## src/rtl/i2cs_pkg.sv

```systemverilog
package i2cs_pkg;

  typedef enum logic [3:0] {
    ST_IDLE,
    ST_ADDR,
    ST_ADDR_ACK,
    ST_RX,
    ST_RX_ACK,
    ST_TX_WAIT,
    ST_TX_LOAD,
    ST_TX,
    ST_TX_ACK
  } slvState_t;

  // Events seen on the filtered bus lines
  typedef struct packed {
    logic sclRise;
    logic sclFall;
    logic start;
    logic stop;
  } busEv_t;

  // Strobes from control to datapath
  typedef struct packed {
    logic clearShift;
    logic shiftIn;
    logic shiftOut;
    logic loadTx;
    logic captureRx;
  } dpStrobe_t;

endpackage

```

## src/rtl/i2cs_filter.sv

```systemverilog
module i2cs_filter #(
  parameter int SEL_W   = 2,
  parameter int MAX_SEL = 2
) (
  input  logic             clk,
  input  logic             rstN,
  input  logic [SEL_W-1:0] dbSel,
  input  logic             rawIn,
  output logic             filtOut
);

  logic             rawQ;
  logic [SEL_W-1:0] runLen;
  logic [SEL_W-1:0] limit;

  always_comb begin
    limit = (dbSel > SEL_W'(MAX_SEL)) ? SEL_W'(MAX_SEL) : dbSel;
  end

  always_ff @(posedge clk or negedge rstN) begin
    if (!rstN) begin
      rawQ    <= 1'b1;
      filtOut <= 1'b1;
      runLen  <= '0;
    end else begin
      rawQ <= rawIn;
      if (rawQ == filtOut) begin
        runLen <= '0;
      end else if (runLen == limit) begin
        filtOut <= rawQ;
        runLen  <= '0;
      end else begin
        runLen <= runLen + 1'b1;
      end
    end
  end


  filt_follows_raw_chk: assert property (@(posedge clk) disable iff (!rstN)
    !$stable(filtOut) |-> (filtOut == $past(rawQ)));

endmodule

```

## src/rtl/i2cs_datapath.sv

```systemverilog
module i2cs_datapath
  import i2cs_pkg::*;
#(
  parameter int ADDR_W = 7,
  parameter int DATA_W = 8
) (
  input  logic              clk,
  input  logic              rstN,
  input  logic              sclF,
  input  logic              sdaF,
  input  dpStrobe_t         stb,
  input  logic              wrEn,
  input  logic [DATA_W-1:0] wrData,
  input  logic [ADDR_W-1:0] ownAddr,
  output busEv_t            ev,
  output logic              addrHit,
  output logic              rwBit,
  output logic              txBit,
  output logic [DATA_W-1:0] dataOut
);

  logic              sclPrev;
  logic              sdaPrev;
  logic [DATA_W-1:0] shiftReg;
  logic [DATA_W-1:0] dataReg;

  always_ff @(posedge clk or negedge rstN) begin
    if (!rstN) begin
      sclPrev <= 1'b1;
      sdaPrev <= 1'b1;
    end else begin
      sclPrev <= sclF;
      sdaPrev <= sdaF;
    end
  end

  always_comb begin
    ev.sclRise = sclF & ~sclPrev;
    ev.sclFall = ~sclF & sclPrev;
    ev.start   = sclF & sclPrev & sdaPrev & ~sdaF;
    ev.stop    = sclF & sclPrev & ~sdaPrev & sdaF;
  end

  always_ff @(posedge clk or negedge rstN) begin
    if (!rstN) begin
      shiftReg <= '0;
    end else if (stb.clearShift) begin
      shiftReg <= '0;
    end else if (stb.loadTx) begin
      shiftReg <= wrData;
    end else if (stb.shiftIn) begin
      shiftReg <= {shiftReg[DATA_W-2:0], sdaF};
    end else if (stb.shiftOut) begin
      shiftReg <= {shiftReg[DATA_W-2:0], 1'b0};
    end
  end

  always_ff @(posedge clk or negedge rstN) begin
    if (!rstN) begin
      dataReg <= '0;
    end else if (stb.captureRx) begin
      dataReg <= shiftReg;
    end else if (wrEn) begin
      dataReg <= wrData;
    end
  end

  assign addrHit = (shiftReg[DATA_W-1 -: ADDR_W] == ownAddr);
  assign rwBit   = shiftReg[0];
  assign txBit   = shiftReg[DATA_W-1];
  assign dataOut = dataReg;


  rx_capture_chk: assert property (@(posedge clk) disable iff (!rstN)
    stb.captureRx |=> (dataReg == $past(shiftReg)));

endmodule

```

## src/rtl/i2cs_control.sv

```systemverilog
module i2cs_control
  import i2cs_pkg::*;
#(
  parameter int DATA_W = 8
) (
  input  logic      clk,
  input  logic      rstN,
  input  logic      enable,
  input  busEv_t    ev,
  input  logic      addrHit,
  input  logic      rwBit,
  input  logic      txBit,
  input  logic      sdaF,
  input  logic      wrEn,
  input  logic      rdEn,
  output dpStrobe_t stb,
  output logic      sdaDrvLow,
  output logic      sclDrvLow,
  output logic      busy,
  output logic      addressed,
  output logic      slaveTx,
  output logic      bytePending
);

  localparam int CNT_W = $clog2(DATA_W + 1);
  localparam logic [CNT_W-1:0] LAST_BIT = CNT_W'(DATA_W);
  localparam logic [CNT_W-1:0] LAST_TX  = CNT_W'(DATA_W - 1);

  slvState_t        state, nState;
  logic [CNT_W-1:0] bitCnt, nCnt;
  logic             masterAck, nAck;
  logic             nAddressed, nSlaveTx, setPend;

  always_comb begin
    nState     = state;
    nCnt       = bitCnt;
    nAck       = masterAck;
    nAddressed = addressed;
    nSlaveTx   = slaveTx;
    setPend    = 1'b0;
    stb        = '0;
    if (ev.stop) begin
      nState     = ST_IDLE;
      nAddressed = 1'b0;
    end else if (ev.start) begin
      nState         = ST_ADDR;
      nCnt           = '0;
      nAddressed     = 1'b0;
      stb.clearShift = 1'b1;
    end else begin
      case (state)
        ST_ADDR: begin
          if (ev.sclRise) begin
            stb.shiftIn = 1'b1;
            nCnt        = bitCnt + 1'b1;
          end else if (ev.sclFall && bitCnt == LAST_BIT) begin
            if (addrHit) begin
              nState     = ST_ADDR_ACK;
              nAddressed = 1'b1;
              nSlaveTx   = rwBit;
            end else begin
              nState = ST_IDLE;
            end
          end
        end
        ST_ADDR_ACK: begin
          if (ev.sclFall) begin
            if (slaveTx) begin
              nState  = ST_TX_WAIT;
              setPend = 1'b1;
            end else begin
              nState = ST_RX;
              nCnt   = '0;
            end
          end
        end
        ST_RX: begin
          if (ev.sclRise) begin
            stb.shiftIn = 1'b1;
            nCnt        = bitCnt + 1'b1;
          end else if (ev.sclFall && bitCnt == LAST_BIT) begin
            stb.captureRx = 1'b1;
            setPend       = 1'b1;
            nState        = ST_RX_ACK;
          end
        end
        ST_RX_ACK: begin
          if (ev.sclFall) begin
            nState = ST_RX;
            nCnt   = '0;
          end
        end
        ST_TX_WAIT: begin
          if (wrEn) begin
            stb.loadTx = 1'b1;
            nState     = ST_TX_LOAD;
          end
        end
        ST_TX_LOAD: begin
          nState = ST_TX;
          nCnt   = '0;
        end
        ST_TX: begin
          if (ev.sclFall) begin
            nCnt = bitCnt + 1'b1;
            if (bitCnt == LAST_TX) begin
              nState = ST_TX_ACK;
            end else begin
              stb.shiftOut = 1'b1;
            end
          end
        end
        ST_TX_ACK: begin
          if (ev.sclRise) begin
            nAck = ~sdaF;
          end else if (ev.sclFall) begin
            if (masterAck) begin
              nState  = ST_TX_WAIT;
              setPend = 1'b1;
            end else begin
              nState     = ST_IDLE;
              nAddressed = 1'b0;
            end
          end
        end
        default: nState = ST_IDLE;
      endcase
    end
    if (!enable) begin
      stb = '0;
    end
  end

  always_ff @(posedge clk or negedge rstN) begin
    if (!rstN) begin
      state       <= ST_IDLE;
      bitCnt      <= '0;
      masterAck   <= 1'b0;
      addressed   <= 1'b0;
      slaveTx     <= 1'b0;
      busy        <= 1'b0;
      bytePending <= 1'b0;
    end else if (!enable) begin
      state       <= ST_IDLE;
      bitCnt      <= '0;
      masterAck   <= 1'b0;
      addressed   <= 1'b0;
      slaveTx     <= 1'b0;
      busy        <= 1'b0;
      bytePending <= 1'b0;
    end else begin
      state       <= nState;
      bitCnt      <= nCnt;
      masterAck   <= nAck;
      addressed   <= nAddressed;
      slaveTx     <= nSlaveTx;
      if (ev.start) begin
        busy <= 1'b1;
      end else if (ev.stop) begin
        busy <= 1'b0;
      end
      bytePending <= setPend | (bytePending & ~(wrEn | rdEn));
    end
  end

  always_comb begin
    sdaDrvLow = (state == ST_ADDR_ACK) || (state == ST_RX_ACK) ||
                (((state == ST_TX_LOAD) || (state == ST_TX)) && !txBit);
    sclDrvLow = (state == ST_TX_LOAD) ||
                (bytePending && ((state == ST_RX_ACK) || (state == ST_TX_WAIT)));
  end


  start_sets_busy_chk: assert property (@(posedge clk) disable iff (!rstN)
    (enable && ev.start) |=> busy);


  stop_to_idle_chk: assert property (@(posedge clk) disable iff (!rstN)
    (enable && ev.stop) |=> (!addressed && !busy));


  disabled_quiet_chk: assert property (@(posedge clk) disable iff (!rstN)
    !enable |=> (!sdaDrvLow && !sclDrvLow && !busy && !bytePending));


  addr_miss_chk: assert property (@(posedge clk) disable iff (!rstN)
    (enable && state == ST_ADDR && ev.sclFall && !ev.start && !ev.stop &&
     bitCnt == LAST_BIT && !addrHit) |=> (!addressed && !sdaDrvLow));


  hold_needs_select_chk: assert property (@(posedge clk) disable iff (!rstN)
    sclDrvLow |-> addressed);

endmodule

```

## src/rtl/i2c_slave_filt.sv

```systemverilog
module i2c_slave_filt
  import i2cs_pkg::*;
#(
  parameter int ADDR_W = 7,
  parameter int DATA_W = 8,
  parameter int SEL_W  = 2
) (
  input  logic              clk,
  input  logic              rstN,
  input  logic              enable,
  input  logic [SEL_W-1:0]  dbSel,
  input  logic [ADDR_W-1:0] ownAddr,
  input  logic              sclIn,
  input  logic              sdaIn,
  output logic              sclDrvLow,
  output logic              sdaDrvLow,
  input  logic              wrEn,
  input  logic [DATA_W-1:0] wrData,
  input  logic              rdEn,
  output logic [DATA_W-1:0] dataOut,
  output logic              busy,
  output logic              addressed,
  output logic              slaveTx,
  output logic              bytePending
);

  localparam int N_LINES = 2;

  logic [N_LINES-1:0] rawLines;
  logic [N_LINES-1:0] filtLines;
  logic               sclF, sdaF;
  busEv_t             ev;
  dpStrobe_t          stb;
  logic               addrHit, rwBit, txBit;

  assign rawLines = {sclIn, sdaIn};

  for (genvar g = 0; g < N_LINES; g++) begin : g_filt
    i2cs_filter #(.SEL_W(SEL_W)) u_filt (
      .clk    (clk),
      .rstN   (rstN),
      .dbSel  (dbSel),
      .rawIn  (rawLines[g]),
      .filtOut(filtLines[g])
    );
  end

  assign sclF = filtLines[1];
  assign sdaF = filtLines[0];

  i2cs_datapath #(.ADDR_W(ADDR_W), .DATA_W(DATA_W)) u_dp (
    .clk    (clk),
    .rstN   (rstN),
    .sclF   (sclF),
    .sdaF   (sdaF),
    .stb    (stb),
    .wrEn   (wrEn),
    .wrData (wrData),
    .ownAddr(ownAddr),
    .ev     (ev),
    .addrHit(addrHit),
    .rwBit  (rwBit),
    .txBit  (txBit),
    .dataOut(dataOut)
  );

  i2cs_control #(.DATA_W(DATA_W)) u_ctl (
    .clk        (clk),
    .rstN       (rstN),
    .enable     (enable),
    .ev         (ev),
    .addrHit    (addrHit),
    .rwBit      (rwBit),
    .txBit      (txBit),
    .sdaF       (sdaF),
    .wrEn       (wrEn),
    .rdEn       (rdEn),
    .stb        (stb),
    .sdaDrvLow  (sdaDrvLow),
    .sclDrvLow  (sclDrvLow),
    .busy       (busy),
    .addressed  (addressed),
    .slaveTx    (slaveTx),
    .bytePending(bytePending)
  );


  sda_moves_on_low_chk: assert property (@(posedge clk) disable iff (!rstN)
    $rose(sdaDrvLow) |-> !sclF);

endmodule

```

## config.mk

```make
export PLATFORM = sky130hd
export DESIGN_NAME = i2c_slave_filt
export DESIGN_NICKNAME = d
export VERILOG_FILES = /design/src/rtl/i2cs_pkg.sv /design/src/rtl/i2cs_filter.sv /design/src/rtl/i2cs_datapath.sv /design/src/rtl/i2cs_control.sv /design/src/rtl/i2c_slave_filt.sv
export SDC_FILE = /design/constraint.sdc
export NUM_CORES = 1
export LEC_CHECK = 0
export BUFFER_PORTS_ARGS = -buffer_cell sky130_fd_sc_hd__buf_2
export CAP_MARGIN = 30
export CORE_ASPECT_RATIO = 1.4
export CORE_MARGIN = 2
export CORE_UTILIZATION = 51
export DETAILED_ROUTE_END_ITERATION = 10
export PLACE_DENSITY = 0.73
export SETUP_SLACK_MARGIN = 0.1
export SYNTH_ARGS = -nofsm -noshare
export SYNTH_HDL_FRONTEND = slang
export SYNTH_SLANG_ARGS = --single-unit
```

## constraint.sdc

```tcl
create_clock -name clk -period 2.04 [get_ports clk]
set_input_delay 0.102 -clock clk [delete_from_list [all_inputs] [get_ports clk]]
set_output_delay 0.102 -clock clk [all_outputs]
set_load 0.03 [all_outputs]
```

==> Word-level counts from Yosys, hierarchy flattened <==
Cells that the tools add are included.
{ "totals": {"register_bits": 39, "elab_cells": 187, "out_inout_bits": 14} }
{ "classes": {"n_eq_ne": 44, "bitwise": 17, "n_reduce_logical": 19, "n_lt_le_gt_ge": 1, "n_mux": 86, "n_addsub": 3} }
{ "ops": {"columns": ["op", "n"], "rows": [
  ["$mux W4", 23],
  ["$mux W8", 6],
  ["$mux W1", 43],
  ["$ne A5 B4 Y1 const B", 7],
  ["$pmux W4 S8", 1],
  ["$ne A5 B5 Y1 const B", 6],
  ["$eq A4 B3 Y1 const B", 5],
  ["$pmux W4 S5", 1],
  ["$reduce_and A7 Y1", 2],
  ["$mux W2", 6],
  ["$ne A4 B3 Y1 const B", 3],
  ["$reduce_and A11 Y1", 1],
  ["$mux W5", 2],
  ["$ne A2 B1 Y1 const B", 5],
  ["$and A1 B1 Y1", 8],
  ["$eq A4 B2 Y1 const B", 2],
  ["$eq A4 B4 Y1 const B", 2],
  ["$eq A7 B7 Y1", 1],
  ["$ne A7 B2 Y1 const B", 1],
  ["$not A1 Y1", 7],
  ["$mux W3", 2],
  ["$ne A2 B2 Y1 const B", 3],
  ["$reduce_and A6 Y1", 1],
  ["$logic_or A1 B1 Y1", 5],
  ["20 further kinds", 27]
]} }

==> Longest topological paths before layout <==
Gate-level depths: netlist of run 1.
{ "depth": {"word_depth": 13, "mapped_depth": 8, "mapped_depth_nobuf": 7} }

==> By module <==
From an unflattened synthesis of run 1, not the netlist that was laid out.
{ "hier_totals": {"hier_cells": 272, "area_unflattened_um2": 2546.2} }
{ "modules_own_cells": {"columns": ["module", "n_inst", "seq_area_each_um2", "area_each_um2", "cells_each"], "rows": [
  ["i2cs_control", 1, 325.3, 1127.3, 141],
  ["i2cs_datapath", 1, 452.9, 944.7, 87],
  ["i2cs_filter (g_filt[1].u_filt)", 1, 102.6, 242.7, 23],
  ["i2cs_filter (g_filt[0].u_filt)", 1, 102.6, 231.5, 21]
]} }

==> Worst setup path before layout of run 1 <==
No wires, ideal clock.
{ "synth_timing": {"path_kind": "register to register", "startpoint": "register g_filt[1].u_filt.filtOut", "endpoint": "register u_ctl.bitCnt[1]", "path_slack_ns": 0.069, "arrival_time_ns": 1.893, "path_stages_with_launch": 7, "path_cell_list": "dfstp_2 > buf_4 > and2b_1 > a211oi_1 > a2111o_1 > or4b_1 > a21oi_1"} }
{ "synth_between": {"elab_chain_len": 6} }
{ "synth_rtl": {"columns": ["element", "line_no", "source"], "rows": [
  ["start, declared", "i2cs_filter.sv:9", "output logic filtOut"],
  ["start signal, assigned", "i2cs_filter.sv:30", "filtOut <= rawQ;"],
  ["branches (longest 6 deep; another with $ne A7 B2 Y1)", null, null],
  ["end signal, assigned", "i2cs_control.sv:153", "bitCnt <= nCnt;"],
  ["end, declared", "i2cs_control.sv:30", "logic [CNT_W-1:0] bitCnt, nCnt;"]
]} }
Parallel ways; which one is timed is not known. The select of a mux whose other input is x is not followed.
A chain may end at the register's enable or synchronous reset.

==> Worst setup path after layout of run 1 <==
{ "layout_timing": {"startpoint": "register u_dp.sdaPrev", "endpoint": "register u_ctl.state[1]"} }
{ "layout_between": {"elab_chain_len": 5} }
{ "layout_rtl": {"columns": ["element", "line_no", "source"], "rows": [
  ["start, declared", "i2cs_datapath.sv:23", "logic sdaPrev;"],
  ["start signal, assigned", "i2cs_datapath.sv:30", "sdaPrev <= 1'b1;"],
  ["start signal, assigned", "i2cs_datapath.sv:33", "sdaPrev <= sdaF;"],
  ["$not A1 Y1 or $and A1 B1 Y1 (tied branches)", "i2cs_datapath.sv:41, i2cs_datapath.sv:40", null],
  ["$and A1 B1 Y1, on equally long branches", "i2cs_datapath.sv:41, i2cs_datapath.sv:40", null],
  ["$and A1 B1 Y1 or $mux W4 (tied branches)", "i2cs_datapath.sv:41, i2cs_control.sv:45", null],
  ["$ne A5 B4 Y1 (no source line) (tied with other cells)", null, null],
  ["$reduce_and A11 Y1 (no source line) or $mux W4 (tied branches)", null, null],
  ["end signal, assigned", "i2cs_control.sv:152", "state <= nState;"],
  ["end, declared", "i2cs_control.sv:29", "slvState_t state, nState;"]
]} }
Parallel ways exist; a longest one is shown, timed or not.

==> qor.yml, run 1 <==
clock_sinks: 39
synth-edff-count: 0
fin_util_pct: 64.5
syn_area_per_cell_um2: 9.28
start_util_pct: 53.4
layout-drive-gt1-share_pct: 28.0
drt_first_pass_iters: 4
crit_type: "flop to flop"
cts_buffer_depth: 2
vias: 2160
cp_cell_sequence: "xnor2_2 -> a31o_1 -> nor2b_4 -> or4_4 -> o32ai_2"
yosys_warnings: 0
io_pins: 38
numCtsBuffers: 5
finalHoldViolCount: 0
regToRegSetupSlack_ns: 0.12
wl_per_cell_um: 15.3
drt-total-wl_um: 5800
cp-start-kind: "flop"
r2r_start: "u_dp.sdaPrev$_DFF_PN1_"
antennaDiodeCount: 0
max-slew-margin-rel_pct: 40.3
critPathMaxStageDelay_ns: 0.57
worstHoldPathCells: 3
area_growth_pct: 20.8
synth.distinct_cells: 60
synth_cells: 261
drc: 0
gp_congestion: 0.866
ys_seq_area_share_pct: 40.6
track_usage_pct: 22.9
grt_max_degree: 40
fin_setup_tns_ns: 0
status: "finished, final reports clean"
clk_pin_slew_worst_paths_ns: 0.08
nets: 343
synth_top_area_cell: "dfrtp_1"
path_max_fanout: 3
port_buffers: 37
endpoint: "u_ctl.state[1]$_DFFE_PN0P_"
core_mm2: 0.00454
yosys-top-cells-area: "dfrtp_1 (34%), mux2i_1 (7.0%), dfstp_2 (6.5%)"
worstSkewPairLatency_ns: 0.29
drt_iter0_markers: 144
fp.dieW_um: 62.2
crit_start: "u_dp.sdaPrev$_DFF_PN1_"
antenna_found_initial: 0
worstMarginPinSlew_ns: 0.895
cp-end-kind: "flop"
grt-ovfl-total: 0
dieHeight_um: 85.5
max_cap_viol_count: 0
cts_tree: "done"
synth_seq_cells: 39
ys_dominant_reg_cell: "dfrtp_1"
finalMaxSlewViolations: 0
fin_crit_ns: 1.92
r2r_end: "u_ctl.state[1]$_DFFE_PN0P_"
h-tree-depth: 2
finalCritPeriodShare_pct: 94.2
yosysTopAreaCellShare_pct: 34.1
fmax_mhz: 520
cp_data_arrival_time_ns: 2.11
syn-cell-area_mm2: 0.00242
dieArea_mm2: 0.00532
grt_pass1_vias: 2075
antenna_left: 0
powerDensity_mw_per_mm2: 1010
p_leak_uw: 0.00124
root_buffer: "clkbuf_8"
vias_per_cell: 5.68
grt_first_pass_wirelength_um: 9670
slowest_stage: "dfstp_2"
hold_class: "input port to flop"
setup_violations: 0
cp_data_required_time_ns: 2.23
synthArstFlopShare_pct: 100
ir_drop_uv: 662
fin_worst_skew_ns: 0.00697
yosysMostFrequentCell: "dfrtp_1"
fp-row-count: 29
dp_hpwl_um: 4130
synth_commonest_cells: "dfrtp_1 (33), nand2_1 (21), nor2_1 (21)"
syn-num-nets: 287
rsz0062_at_grt: "yes"
worstRegToRegCells: 5
worst max-delay path: cells and delay by family, from the launching register on:
kind / cells / cell delay [ns]
DFF: 1 / 0.57
AOI/OAI and AO/OA: 2 / 0.51
xor gates and xnor gates: 1 / 0.10
and+or+nand+nor: 2 / 0.65
flip-flops by register name, summed over array words and instances (netlist names):
| signal | flops |
|---|---|
| u_dp.dataOut | 8 |
| u_dp.shiftReg | 8 |
| g_filt.u_filt.runLen | 4 |
| u_ctl.bitCnt | 4 |
| u_ctl.state | 4 |
| g_filt.u_filt.filtOut | 2 |
| g_filt.u_filt.rawQ | 2 |
| u_ctl.addressed | 1 |
| u_ctl.busy | 1 |
| u_ctl.bytePending | 1 |
| u_ctl.masterAck | 1 |
| u_ctl.slaveTx | 1 |
| u_dp.sclPrev | 1 |
| u_dp.sdaPrev | 1 |
what timing repair did:
item                       4_1_cts  5_1_grt
buffers inserted                 7        0
pin swaps                        1        4
resized for setup                1       10
setup endpoints to repair        4       15
hold endpoints to repair        35        0
hold buffers                     3        0
placed cells by master (no fill, tap or decap), types with 2 or more instances in the layout:
cell type,n
a211oi_1,10
o32ai_1,3
a21oi_1,14
dfrtp_2,3
mux2i_1,17
xnor2_1,3
nand3_1,3
dlygate4sd3_1,3
dfstp_2,6
xor2_1,8
nor2_1,21
o21ai_1,8
buf_2,37
dfrtp_1,30
o41ai_1,2
nand4_1,2
nand2b_1,6
clkbuf_1,2
o21a_1,3
a31oi_1,5
o211ai_1,2
a21boi_0,2
nand2_1,21
clkbuf_8,5
buf_4,21
o21ai_0,10
inv_1,9
o21bai_1,2
or4_1,3
nor3b_1,2
a21oi_2,2
and3b_1,2
nor2b_1,7
a2111oi_0,2
o31ai_1,3
nor3_1,6
worst min path at each step:
stage              start                              endpoint  slack [ns]
6_report            rdEn           u_ctl.bytePending$_DFF_PN0_        0.09
5_1_grt        wrData[2]           u_dp.dataOut[2]$_DFFE_PN0P_        0.12
3_3_place_gp       sclIn       g_filt[1].u_filt.rawQ$_DFF_PN1_        0.21
4_1_cts             rdEn           u_ctl.bytePending$_DFF_PN0_        0.08
3_5_place_dp       sclIn       g_filt[1].u_filt.rawQ$_DFF_PN1_        0.21
2_1_floorplan       rstN  g_filt[0].u_filt.runLen[0]$_DFF_PN0_       -0.19
logic make-up (layout without fill, tap and decap cells):
family	Yosys count	count (layout)	synth area share, %
flops	39	39	40.6
fa+ha+maj	2	2	1.03
buf+inv	23	80	4.50
xor+xnor	12	12	4.34
compound gates	81	81	22.8
simple gates	87	87	19.7
mux	17	17	7.03
per-layer routing:
layer | global-route usage [%] | part of all wire [%] | up-vias
li1 | - | - | 1079
met1 | 26.6 | 41 | 1032
met2 | 42.4 | 55 | 39
met3 | 3.28 | 2.4 | 10
met4 | 9.29 | 1.7 | 0
met5 | 0 | 0 | -
power by group:
group          internal (µW)  switching, µW  total, µW
combinational            580            675       1250
clock                    240            263        503
sequential               977            214       1190
metrics by stage:
stage | setup WS [ns] | power, µW | hold WS (ns) | cells | area (µm²)
floorplan | 0.0819 | 2010 | -0.194 | 261 | 2420
global placement | 0.119 | 2310 | 0.207 | 362 | 2730
detailed placement | 0.0810 | 2340 | 0.209 | 362 | 2730
CTS | 0.0941 | 2930 | 0.0779 | 380 | 2890
global route | 0.0379 | 3160 | 0.118 | 380 | 2930
finish | 0.118 | 2950 | 0.0898 | 380 | 2930
cell type report:
cell class                 instances  area (µm²)
clock buffer                       7        76.3
clock inverter                     1        5.00
fill                             398        1610
inverter                          10        37.5
multi-input combinational        199        1360
sequential                        39         987
tap                               62        77.6
timing repair buffer              62         384
No activity file was read; power rests on OpenSTA's default activity.
==> run 2, diff against run 1 <==
- CTS_BUF_LIST: unset -> sky130_fd_sc_hd__clkbuf_16
==> qor.yml, run 2 (synthesized netlist as in run 1, its figures left out) <==
fin_ws_ns: 0.118  # +0.0000550 ns
vias_per_cell: 5.79  # +1.8%
r2r_start: "u_dp.sdaPrev$_DFF_PN1_"
fp.dieW_um: 62.2  # unchanged
status: "finished, final reports clean"
rsz0062_at_grt: "yes"
layout_common_cells: "buf_2 (37), dfrtp_1 (30), buf_4 (25)"
finalHoldViolCount: 0  # unchanged
power_uw: 3240  # +9.9%
fin_crit_ns: 1.92  # -0.0000550 ns
crit_type: "flop to flop"
cp-start-kind: "flop"
regToRegSetupSlack_ns: 0.12  # about the same
setup_violations: 0  # unchanged
numCtsBuffers: 5  # unchanged
post_dp_cell_area_mm2: 0.00273  # unchanged
wl_per_cell_um: 15.6  # +2.2%
drt_first_pass_iters: 4  # unchanged
grt-ovfl-total: 0  # unchanged
fp-row-count: 29  # unchanged
max-slew-margin-rel_pct: 39.5  # -0.86 points
track_usage_pct: 23.3  # +0.45 points
dp_hpwl_um: 4130  # unchanged
dieArea_mm2: 0.00532  # unchanged
worstRegToRegCells: 5  # unchanged
area_growth_pct: 26.1
io_pins: 38  # unchanged
clock_sinks: 39  # unchanged
gp_congestion: 0.866  # unchanged
endpoint: "u_ctl.state[1]$_DFFE_PN0P_"
finalCritPeriodShare_pct: 94.2  # about the same
mostFrequentLayoutCell: "buf_2"
worstSkewPairLatency_ns: 0.28  # about the same
cts_tree: "done"
drt_iter0_markers: 132  # -8.3%
path_max_fanout: 3  # unchanged
cp_data_arrival_time_ns: 2.11  # about the same
layout-drive-gt1-share_pct: 30.0  # +2.0 points
fin_setup_tns_ns: 0  # unchanged
ir_drop_uv: 752  # +14%
clk_pin_slew_worst_paths_ns: 0.06  # -0.02 ns
port_buffers: 37  # unchanged
cp_data_required_time_ns: 2.23  # about the same
hold_class: "input port to flop"
r2r_end: "u_ctl.state[1]$_DFFE_PN0P_"
finalMaxSlewViolations: 0  # unchanged
dp_slack_ns: 0.0810  # unchanged
max_cap_viol_count: 0  # unchanged
dieHeight_um: 85.5  # unchanged
cts_buffer_depth: 2  # unchanged
root_buffer: "clkbuf_16"
drc: 0  # unchanged
design_area_mm2: 0.00305  # +4.4%
h-tree-depth: 2  # unchanged
grt_first_pass_wirelength_um: 9920  # +2.6%
hold_slack_ns: 0.0921  # +0.00226 ns
antenna_left: 0  # unchanged
nets: 348  # +1.5%
fmax_mhz: 520  # about the same
antenna_found_initial: 0  # unchanged
worstMarginPinSlew_ns: 0.908  # +0.0129 ns
fin_worst_skew_ns: 0.00213  # -0.00484 ns
powerDensity_mw_per_mm2: 1060  # +5.3%
core_mm2: 0.00454  # unchanged
start_util_pct: 53.4  # unchanged
p_leak_uw: 0.00130  # +5.2%
grt_pass1_vias: 2087  # +0.58%
cp-end-kind: "flop"
nFillCells: 376  # -5.5%
antennaDiodeCount: 0  # unchanged
grt_max_degree: 40  # unchanged
drt-total-wl_um: 6000  # +3.5%
crit_start: "u_dp.sdaPrev$_DFF_PN1_"
vias: 2228  # +3.1%
==> run 2: cell count changes in the layout (fill, tap and decap cells not counted), moves of 2 or more <==
cell / delta
clkbuf_1: -2
inv_1: +2
clkbuf_16: +5
buf_4: +4
clkbuf_8: -5
==> run 2: per-stage QoR <==
stage / instances / utilization (%)
3_3_place_gp: 362 / 60.1
2_1_floorplan: 261 / -
3_5_place_dp: 362 / 60.1
6_report: 385 / 67.3
5_1_grt: 385 / 67.3
4_1_cts: 380 / 65.4
==> run 2: power breakdown <==
part	switching, µW	internal, µW
clock	295	441
combinational	704	610
sequential	211	979
==> run 2: layer usage <==
| layer | track usage [%] | wire (µm) | vias up |
|---|---|---|---|
| met5 | 0 | 0 | - |
| met4 | 8.28 | 157 | 0 |
| met3 | 2.89 | 189 | 15 |
| met2 | 43.1 | 3180 | 59 |
| met1 | 28.0 | 2480 | 1068 |
| li1 | - | - | 1086 |
==> run 2: layout make-up <==
type                    instances  area [µm²]  area share (%)
clock buffers                   5         125            4.10
inverters                      10        37.5            1.23
flip-flops and latches         39         987            32.3
repair buffers                 67         425            13.9
multi-input cells             199        1390            45.5
well taps                      62        77.6            2.54
clock inverters                 3        12.5           0.410
==> run 2: worst min-delay path by stage <==
stage | start | endpoint | depth (start not counted)
2_1_floorplan | rstN | g_filt[0].u_filt.runLen[0]$_DFF_PN0_ | 0
3_3_place_gp | sclIn | g_filt[1].u_filt.rawQ$_DFF_PN1_ | 1
3_5_place_dp | sclIn | g_filt[1].u_filt.rawQ$_DFF_PN1_ | 1
4_1_cts | rdEn | u_ctl.bytePending$_DFF_PN0_ | 3
5_1_grt | wrData[2] | u_dp.dataOut[2]$_DFFE_PN0P_ | 3
6_report | rdEn | u_ctl.bytePending$_DFF_PN0_ | 3
==> run 2: what timing repair did <==
action                     4_1_cts  5_1_grt
hold endpoints to repair        35        0
hold buffers                     3        0
setup endpoints to repair        4       11
gates resized for setup          5       12
pin swaps                        1        4
buffers inserted                 7        5
==> run 2: critical path, cell delays in order, from the launching register on <==
cell and delay (ns):
dfstp_2 0.57, xnor2_2 0.10, a31o_1 0.24, nor2b_4 0.14, or4_4 0.52, o32ai_2 0.26
==> run 3, diff against run 2 <==
- CORE_UTILIZATION: 51 -> 52
- PLACE_DENSITY: 0.73 -> 0.74
- SYNTH_HIERARCHICAL: unset -> 1
==> qor.yml, run 3 <==
status: "finished, final reports clean"
vias: 2310  # +3.7%
yosysTopAreaCellShare_pct: 32.4  # -1.7 points
cp_cell_sequence: "nand2_4 -> nor3b_4 -> nor3_2 -> and3_4 -> nor4_4 -> clkbuf_16 -> o31ai_1"
yosysMostFrequentCell: "dfrtp_1"
clockPowerShare_pct: 26.8  # +4.1 points
cp-start-kind: "flop"
dieArea_mm2: 0.00548  # +3.0%
endpoint: "u_dp/shiftReg[6]$_DFFE_PN0P_"
synth-edff-count: 0  # unchanged
path_max_fanout: 7  # +4
setup_violations: 0  # unchanged
regToRegSetupSlack_ns: 0.02  # -0.09 ns
layout-drive-gt1-share_pct: 35.7  # +5.7 points
root_buffer: "clkbuf_16"
path_buf_inv: 1  # +1
syn-num-nets: 298  # +3.8%
placed_cells: 389  # +7.5%
worstRegToRegCells: 7  # +2
slowest_stage: "dfstp_2"
antennaDiodeCount: 0  # unchanged
drc: 0  # unchanged
drt_first_pass_iters: 4  # unchanged
port_buffers: 37  # unchanged
p_sw_uw: 963  # -20%
cp-end-kind: "flop"
numCtsBuffers: 5  # unchanged
power_frac_seq_pct: 39.3  # +2.6 points
track_usage_pct: 24.5  # +1.2 points
fp-row-count: 30  # +3.4%
synth.distinct_cells: 63  # +5.0%
core_mm2: 0.00477  # +5.1%
crit_family: "simple AND/OR/NAND/NOR gates"
nets: 364  # +4.6%
cts_buffer_depth: 2  # unchanged
crit_type: "flop to flop"
gp_congestion: 0.995  # +15%
nFillCells: 398  # +5.9%
cp_data_arrival_time_ns: 2.18  # +0.07 ns
fin_crit_ns: 2.02  # +0.0931 ns
antenna_found_initial: 0  # unchanged
multi_input_area_mm2: 0.00153  # +10%
vias_per_cell: 5.73  # -0.95%
worstMarginPinSlew_ns: 0.863  # -0.0452 ns
yosys_warnings: 6  # +6
p_leak_uw: 0.00140  # +7.4%
r2r_end: "u_dp/shiftReg[6]$_DFFE_PN0P_"
start_util_pct: 53.4  # about the same
grt-ovfl-total: 0  # unchanged
cp_data_required_time_ns: 2.20  # -0.03 ns
fp.dieW_um: 63.1  # +1.5%
rsz0062_at_grt: "yes"
grt_max_degree: 40  # unchanged
antenna_left: 0  # unchanged
finalMaxSlewViolations: 0  # unchanged
syn_area_per_cell_um2: 9.36  # +0.91%
comb_power_share_pct: 33.9  # -6.6 points
wl_per_cell_um: 16.0  # +2.3%
drt_iter0_markers: 113  # -14%
mostFrequentLayoutCell: "buf_2"
ff_latch_area_um2: 983  # -0.38%
fin_worst_skew_ns: 0.00428  # +0.00214 ns
synth_top_area_cell: "dfrtp_1"
synth_seq_cells: 39  # unchanged
finalHoldViolCount: 0  # unchanged
syn-cell-area_mm2: 0.00255  # +5.2%
critPathMaxStageDelay_ns: 0.56  # about the same
ys_dominant_reg_cell: "dfrtp_1"
synth_commonest_cells: "dfrtp_1 (33), nand2_1 (26), mux2i_1 (18)"
synthArstFlopShare_pct: 100  # unchanged
grt_first_pass_wirelength_um: 10500  # +5.6%
drt-total-wl_um: 6430  # +7.1%
clock_sinks: 39  # unchanged
crit_start: "g_filt[1].u_filt/filtOut$_DFFE_PN1P_"
grt_pass1_vias: 2282  # +9.3%
ys_seq_area_share_pct: 38.6  # -2.0 points
fmax_mhz: 496  # -4.6%
area_growth_pct: 29.3
ir_drop_uv: 690  # -8.2%
io_pins: 38  # unchanged
switching_share_pct: 34.6  # -2.7 points
synth_cells: 272  # +4.2%
cts_tree: "done"
dieHeight_um: 86.8  # +1.5%
r2r_start: "g_filt[1].u_filt/filtOut$_DFFE_PN1P_"
dp_hpwl_um: 4630  # +12%
clk_pin_slew_worst_paths_ns: 0.06  # about the same
cp.depth: 7  # +2
worstSkewPairLatency_ns: 0.28  # about the same
power_uw: 2780  # -14%
max_cap_viol_count: 0  # unchanged
max-slew-margin-rel_pct: 42.5  # +3.0 points
yosys-top-cells-area: "dfrtp_1 (32%), mux2i_1 (7.1%), dfstp_2 (6.2%)"
finalNonFillerCells: 403  # +4.7%
layout_common_cells: "buf_2 (37), dfrtp_1 (33), buf_4 (32)"
powerDensity_mw_per_mm2: 845  # -20%
p_int_uw: 1820  # -10%
hold_class: "input port to flop"
finalCritPeriodShare_pct: 98.8  # +4.6 points
h-tree-depth: 2  # unchanged
==> run 3: changes by cell type after synthesis, sizes merged, moves of 4 or more <==
cell,delta
a211oi,-8
o21ai,-4
inv,+5
nor2,-7
nand2,+5
o32ai,-4
o31ai,+5
==> run 3: routing by layer <==
metal  up-vias  wire, µm  GRT usage, %
met5         -         0             0
met4         0       183          11.5
met3        17       239          4.29
met2        67      3440          45.2
met1      1098      2570          27.3
li1       1128         -             -
==> run 3: per-stage QoR <==
stage / utilization [%] / TNS, ns / setup slack (ns) / instance area, µm² / hold WS (ns)
6_report: 69.1 / 0 / 0.0246 / 3290 / 0.106
5_1_grt: 69.1 / -0.371 / -0.0502 / 3290 / 0.106
4_1_cts: 66.8 / 0 / 0.0819 / 3190 / 0.102
3_5_place_dp: 62.5 / 0 / 0.0550 / 2980 / 0.208
3_3_place_gp: 62.5 / 0 / 0.0777 / 2980 / 0.207
2_1_floorplan: - / -0.117 / -0.0175 / 2580 / -0.194
==> run 3: worst min-delay path by stage <==
stage	from	to	cells past startpoint	slack, ns
floorplan	rstN	g_filt[0].u_filt/runLen[0]$_DFF_PN0_	0	-0.19
global placement	sclIn	g_filt[1].u_filt/rawQ$_DFF_PN1_	1	0.21
detailed placement	sclIn	g_filt[1].u_filt/rawQ$_DFF_PN1_	1	0.21
CTS	wrData[0]	u_dp/shiftReg[0]$_DFFE_PN0P_	3	0.10
global route	wrData[0]	u_dp/shiftReg[0]$_DFFE_PN0P_	3	0.11
finish	wrData[0]	u_dp/shiftReg[0]$_DFFE_PN0P_	3	0.11
==> run 3: final cells by class <==
type                       count  share of cell area [%]
tap                           64                    2.43
multi-input combinational    203                    46.5
sequential                    39                    29.9
clock inverter                 3                   0.456
inverter                      15                    1.71
timing repair buffer          74                    15.2
clock buffer                   5                    3.80
==> run 3: logic make-up after synthesis <==
family,Yosys count,share of synthesized area [%]
buffers and inverters,30,6.29
AOI/OAI and AO/OA,67,18.8
xor gates and xnor gates,12,4.13
adders and majority gates,2,0.983
muxes,20,8.11
and+or+nand+nor,102,23.0
DFF,39,38.6
==> run 3: power groups by stage <==
stage / sequential, µW / combinational [µW] / clock [µW]
after CTS: 1080 / 862 / 761
after detailed placement: 1090 / 844 / 0
final: 1090 / 943 / 747
after floorplan: 1100 / 551 / 0
after global routing: 1120 / 1030 / 797
after global placement: 1080 / 826 / 0
==> run 3: timing repair <==
action / 4_1_cts / 5_1_grt
hold buffers: 3 / 0
endpoints found under the setup margin: 8 / 20
gates resized for setup: 8 / 15
buffers inserted: 0 / 2
pin swaps: 2 / 0
gates cloned: 0 / 1
endpoints found under the hold margin: 35 / 0
==> run 3: worst min-delay path, cell delays in order <==
cell	delay [ns]
buf_2	0.09
a21oi_1	0.06
o21ai_2	0.10
